**src/rtl/adc_ser_pkg.sv**
```systemverilog
package adc_ser_pkg;

    typedef enum logic {
        CV_IDLE,
        CV_RUN
    } conv_state_e;

    typedef enum logic {
        SH_QUIET,
        SH_ACTIVE
    } shift_state_e;

endpackage

```
**src/rtl/adc_ser_shift.sv**
```systemverilog
module adc_ser_shift
    import adc_ser_pkg::*;
#(
    parameter int DATA_W    = 16,
    parameter int EARLY_REV = 0
) (
    input  logic              clk,
    input  logic              rst_n,
    input  logic              load_i,
    input  logic              cut_i,
    input  logic              fall_i,
    input  logic              echo_mode_i,
    input  logic [DATA_W-1:0] word_i,
    output logic              sdata_o,
    output logic              lost_o
);
    localparam int HDR_LEN = (EARLY_REV != 0) ? 3 : 2;
    localparam int FMAX    = DATA_W + HDR_LEN;
    localparam int BC_W    = $clog2(FMAX + 1);
    localparam logic [BC_W-1:0] ECHO_LAST = BC_W'(DATA_W - 1);
    localparam logic [BC_W-1:0] SELF_LAST = BC_W'(FMAX - 1);

    shift_state_e      st_q, st_d;
    logic [FMAX-1:0]   sh_q, sh_d;
    logic [BC_W-1:0]   bc_q, bc_d;
    logic [BC_W-1:0]   last_q, last_d;
    logic              lost_q, lost_d;
    logic [FMAX-1:0]   self_frame;
    logic [FMAX-1:0]   echo_frame;

    generate
        if (EARLY_REV != 0) begin : g_hdr_early
            assign self_frame = {3'b010, word_i};
        end else begin : g_hdr_std
            assign self_frame = {2'b10, word_i};
        end
    endgenerate

    assign echo_frame = {word_i, {HDR_LEN{1'b0}}};

    // State register
    always_ff @(posedge clk) begin
        if (!rst_n) begin
            st_q   <= SH_QUIET;
            sh_q   <= '0;
            bc_q   <= '0;
            last_q <= '0;
            lost_q <= 1'b0;
        end else begin
            st_q   <= st_d;
            sh_q   <= sh_d;
            bc_q   <= bc_d;
            last_q <= last_d;
            lost_q <= lost_d;
        end
    end

    // Transitions: SH_QUIET -(load)-> SH_ACTIVE -(final fall | cut)-> SH_QUIET
    always_comb begin
        st_d   = st_q;
        sh_d   = sh_q;
        bc_d   = bc_q;
        last_d = last_q;
        lost_d = lost_q;
        if (load_i) begin
            st_d   = SH_ACTIVE;
            sh_d   = echo_mode_i ? echo_frame : self_frame;
            bc_d   = '0;
            last_d = echo_mode_i ? ECHO_LAST : SELF_LAST;
            lost_d = 1'b0;
        end else if (cut_i) begin
            if (st_q == SH_ACTIVE) begin
                st_d   = SH_QUIET;
                lost_d = 1'b1;
            end
        end else begin
            unique case (st_q)
                SH_QUIET: begin
                    st_d = SH_QUIET;
                end
                SH_ACTIVE: begin
                    if (fall_i) begin
                        if (bc_q == last_q) begin
                            st_d = SH_QUIET;
                        end else begin
                            sh_d = {sh_q[FMAX-2:0], 1'b0};
                            bc_d = bc_q + 1'b1;
                        end
                    end
                end
                default: st_d = SH_QUIET;
            endcase
        end
    end

    // Outputs
    always_comb begin
        sdata_o = (st_q == SH_ACTIVE) ? sh_q[FMAX-1] : 1'b0;
        lost_o  = lost_q;
    end

    assert_bit_count_bound_R4: assert property (@(posedge clk) disable iff (!rst_n)
        (st_q == SH_ACTIVE) |-> (bc_q <= last_q));

    assert_lost_only_on_cut_R8: assert property (@(posedge clk) disable iff (!rst_n)
        $rose(lost_o) |-> $past(cut_i));

    assert_cut_while_active_R8: assert property (@(posedge clk) disable iff (!rst_n)
        (cut_i && st_q == SH_ACTIVE) |=> (lost_o && !sdata_o));

    assert_idle_fall_R10: assert property (@(posedge clk) disable iff (!rst_n)
        (st_q == SH_QUIET && !load_i) |=> !sdata_o);
endmodule

```
**config.mk**
```make
export PLATFORM = sky130hd
export DESIGN_NAME = adc_ser_shift
export DESIGN_NICKNAME = d
export VERILOG_FILES = /design/src/rtl/adc_ser_pkg.sv /design/src/rtl/adc_ser_shift.sv
export SDC_FILE = /design/constraint.sdc
export NUM_CORES = 1
export LEC_CHECK = 0
export ABC_AREA = 1
export ABC_CLOCK_PERIOD_IN_PS = 1350
export BUFFER_PORTS_ARGS = -buffer_cell sky130_fd_sc_hd__buf_2
export CORE_ASPECT_RATIO = 0.8
export CORE_MARGIN = 2
export CORE_UTILIZATION = 41
export CTS_BUF_LIST = sky130_fd_sc_hd__clkbuf_8
export CTS_CLUSTER_SIZE = 8
export DETAILED_ROUTE_END_ITERATION = 8
export GPL_TIMING_DRIVEN = 0
export SYNTH_ARGS = -nofsm -noshare
export SYNTH_HDL_FRONTEND = slang
export SYNTH_SLANG_ARGS = --single-unit
```
**constraint.sdc**
```tcl
create_clock -name clk -period 1.35 [get_ports clk]
set_clock_uncertainty 0.05 [all_clocks]
set_input_delay 0.2025 -clock clk [delete_from_list [all_inputs] [get_ports clk]]
set_output_delay 0.2025 -clock clk [all_outputs]
set_load 0.005 [all_outputs]
```
==> results.py <==
metrics = {
    "status": {
        "outcome": "finished with violations",
        "violations": "setup timing",
    },
    "placement": {
        "portBuffers": 22,
        "gp_congestion": 0.811,
        "post-place-ws_ns": -0.165,
        "placed_cells": 300,
        "dpl.hpwl_um": 2570,
    },
    "clock_network": {
        "cts_root_buf": "clkbuf_8",
        "cts.reportedPaths.clkPinSlew_ns": 0.10,
        "cts_tree": "done",
        "cts.sinks": 28,
        "insertion_delay_ns": 0.28,
        "numCtsBuffers": 3,
        "htreeDepth": 1,
        "cts_buffer_depth": 2,
        "cts.hold.buffers_added": 0,
    },
    "worst_setup_path": {
        "cp_cell_sequence": "inv_2 > nand2_1 > nand2_1 > nor2_2 > nand3_4 > nand2_8 > buf_6 > nand3_1 > nand2_1 > nor2_1",
        "ff2ff_path_depth": 10,
        "slowest_delay_ns": 0.36,
        "path_common_cell": "nand2_1",
        "cp_top_family": "simple AND/OR/NAND/NOR gates",
        "critPathCaptureType": "flip-flop",
        "rrSetupSlack_ns": -0.03,
        "critPathKind": "reg -> reg",
        "path_max_fanout": 5,
        "critPathSlowestCell": "dfxtp_2",
        "path_buf_inv": 2,
        "r2r_end": "sh_q[9]",
        "crit_required_ns": 1.48,
        "start_kind": "flip-flop",
        "r2r-start": "bc_q[4]",
        "worstPathArrival_ns": 1.51,
    },
    "power": {
        "switchingPower_uw": 517,
        "p_leak_nw": 0.963,
        "power.share.switching": 0.266,
        "p_seq_frac": 0.459,
        "ir_worst_vdd_mv": 0.589,
        "cellPowerDensity_nw_per_um2": 950,
        "power_frac_comb": 0.197,
        "p_total_mw": 1.94,
        "p_int_mw": 1.43,
        "clkPwrFrac": 0.344,
    },
    "detailed_routing": {
        "post_drt_wl_per_cell_um": 12.3,
        "ant_nets": 0,
        "drt_iter0_drc": 62,
        "firstDrtPassIters": 4,
        "vias": 1545,
        "route.detailed.drc": 0,
        "vias_per_cell": 4.90,
        "drt-total-wl_um": 3880,
    },
    "floorplanning": {
        "io_pins": 24,
        "core_area_um2": 3520,
        "die_height_um": 58.8,
        "die_x_um": 72.5,
        "die-area_um2": 4260,
        "start_util": 0.437,
        "rows": 19,
    },
    "synth": {
        "ys_seq_area_frac": 0.365,
        "synth_warnings": 0,
        "synth_edf_count": 0,
        "yosysMostFrequentCell": "nand2_1",
        "synthCells": 236,
        "yosys-top-cells-area": "dfxtp_1 (36%), nand2_1 (15%), a21oi_1 (7.8%)",
        "ys_ff_latch": 28,
        "ys.flop_type": "dfxtp_1",
        "synth_top_area_frac": 0.365,
        "synth_area_leader_cell": "dfxtp_1",
        "synth_cell_types": 25,
        "synth_commonest_cells": "nand2_1 (63), nor2_1 (30), inv_1 (29)",
        "synth_async_sr_flop_share": 0,
        "syn_avg_cell_area_um2": 6.52,
        "syn_area_um2": 1540,
        "synth.net_count": 259,
    },
    "timing": {
        "slew_headroom": 0.663,
        "tightest_slew_ns": 0.506,
        "final_hold_viol_count": 0,
        "clock.fmax_mhz": 724,
        "rsz0062_at_grt": "true",
        "tns_ns": -0.230,
        "min_period_ns": 1.38,
        "period_share": 1.02,
        "finalMaxSlewViolations": 0,
        "setup_viol": 13,
        "worst_slack_ns": -0.0321,
    },
    "layout": {
        "antenna_cells": 0,
        "drive_gt1_frac": 0.304,
        "nFillCells": 347,
        "nNetsFinal": 297,
        "instances_no_fill": 315,
        "areaGrowthSynthToFinish_pct": 33.0,
    },
    "global_route": {
        "antenna_found_initial": 0,
        "grt_pass1_vias": 1373,
        "grt_pass1_wl_um": 6110,
        "grt_start_max_net_pins": 17,
        "overflow": 0,
        "grt_usage": 0.183,
    },
    "hold_path": {
        "min_path_cells": 3,
        "holdCritStartpoint": "word_i[0]",
        "hold_class": "in -> reg",
        "holdPathEnd": "sh_q[0]",
    },
    "run": {
        "cap_violations": 0,
    },
}
[metrics by stage]
step	instance area [um2]	utilization	hold slack, ns
after floorplan	1540	-	0.296
after global placement	1700	0.483	0.405
after detailed placement	1700	0.483	0.410
after CTS	1800	0.512	0.150
after global routing	2050	0.581	0.158
final	2050	0.581	0.153
[per-layer routing]
layer	global-route usage	wire (um)	vias up
met4	0.0450	25	0
met3	0.0428	277	2
met5	0	0	-
met1	0.262	1940	675
li1	-	-	827
met2	0.280	1630	41
[tightest hold or removal path, cell delays in order]
cell	delay, ns
buf_2	0.09
inv_1	0.07
o22ai_1	0.08
[power by group through the flow]
stage               logic, mW  clock network (mW)  registers [mW]
floorplan               0.225                   0           0.909
global placement        0.314                   0           0.913
detailed placement      0.312                   0           0.914
CTS                     0.319               0.689           0.895
global route            0.433               0.729           0.897
finish                  0.383               0.669           0.892
[timing repair]
item,CTS,global route
resized for setup,6,37
pin swaps,2,17
endpoints found under the setup margin,23,24
cloned,0,4
setup buffers,4,4
[kinds of logic after synthesis]
logic type | count (synthesis) | synth area share
and+or+nand+nor | 118 | 0.332
AOI/OAI and AO/OA | 44 | 0.162
buffers and inverters | 42 | 0.116
DFF | 28 | 0.365
xor gates and xnor gates | 3 | 0.0171
adders and majority gates | 1 | 0.00814
[final cells by class]
cell class,count,area (um2),area share
multi-input combinational,168,928,0.454
sequential,28,573,0.280
timing repair buffer,32,236,0.116
inverter,31,116,0.0569
buffer,10,67.6,0.0330
tap,42,52.6,0.0257
clock buffer,3,41.3,0.0202
clock inverter,1,30.0,0.0147
[placed cells by master, fill, tap and decap left out, types with 4 or more instances in the layout]
cell      netlist  layout
nand2_4         2       5
dfxtp_2         0       4
a21oi_1        24      19
nand2_1        63      53
buf_4           2       6
buf_2           5      27
dfxtp_1        28      22
o211ai_1        6       6
o21ai_0         9       7
nor2_1         30      28
nand2_2         3      10
nand3_1        16      13
inv_1          29      29
a21oi_2         0       5
[state kept, by name, indices dropped and copies added, names as in the netlist]
signal,count
lost_o,1
st_q,1
sh_q,18
last_q,3
bc_q,5
[how the worst max path moves through the flow]
stage          startpoint  endpoint  cells after the start
2_1_floorplan     bc_q[0]   sh_q[1]                     10
3_3_place_gp       load_i  sh_q[11]                      6
3_5_place_dp       load_i  sh_q[13]                      6
4_1_cts           bc_q[4]   sh_q[8]                     10
5_1_grt           bc_q[4]  sh_q[14]                     10
6_report          bc_q[4]   sh_q[9]                     10
Power figures use the tool's default switching activity.
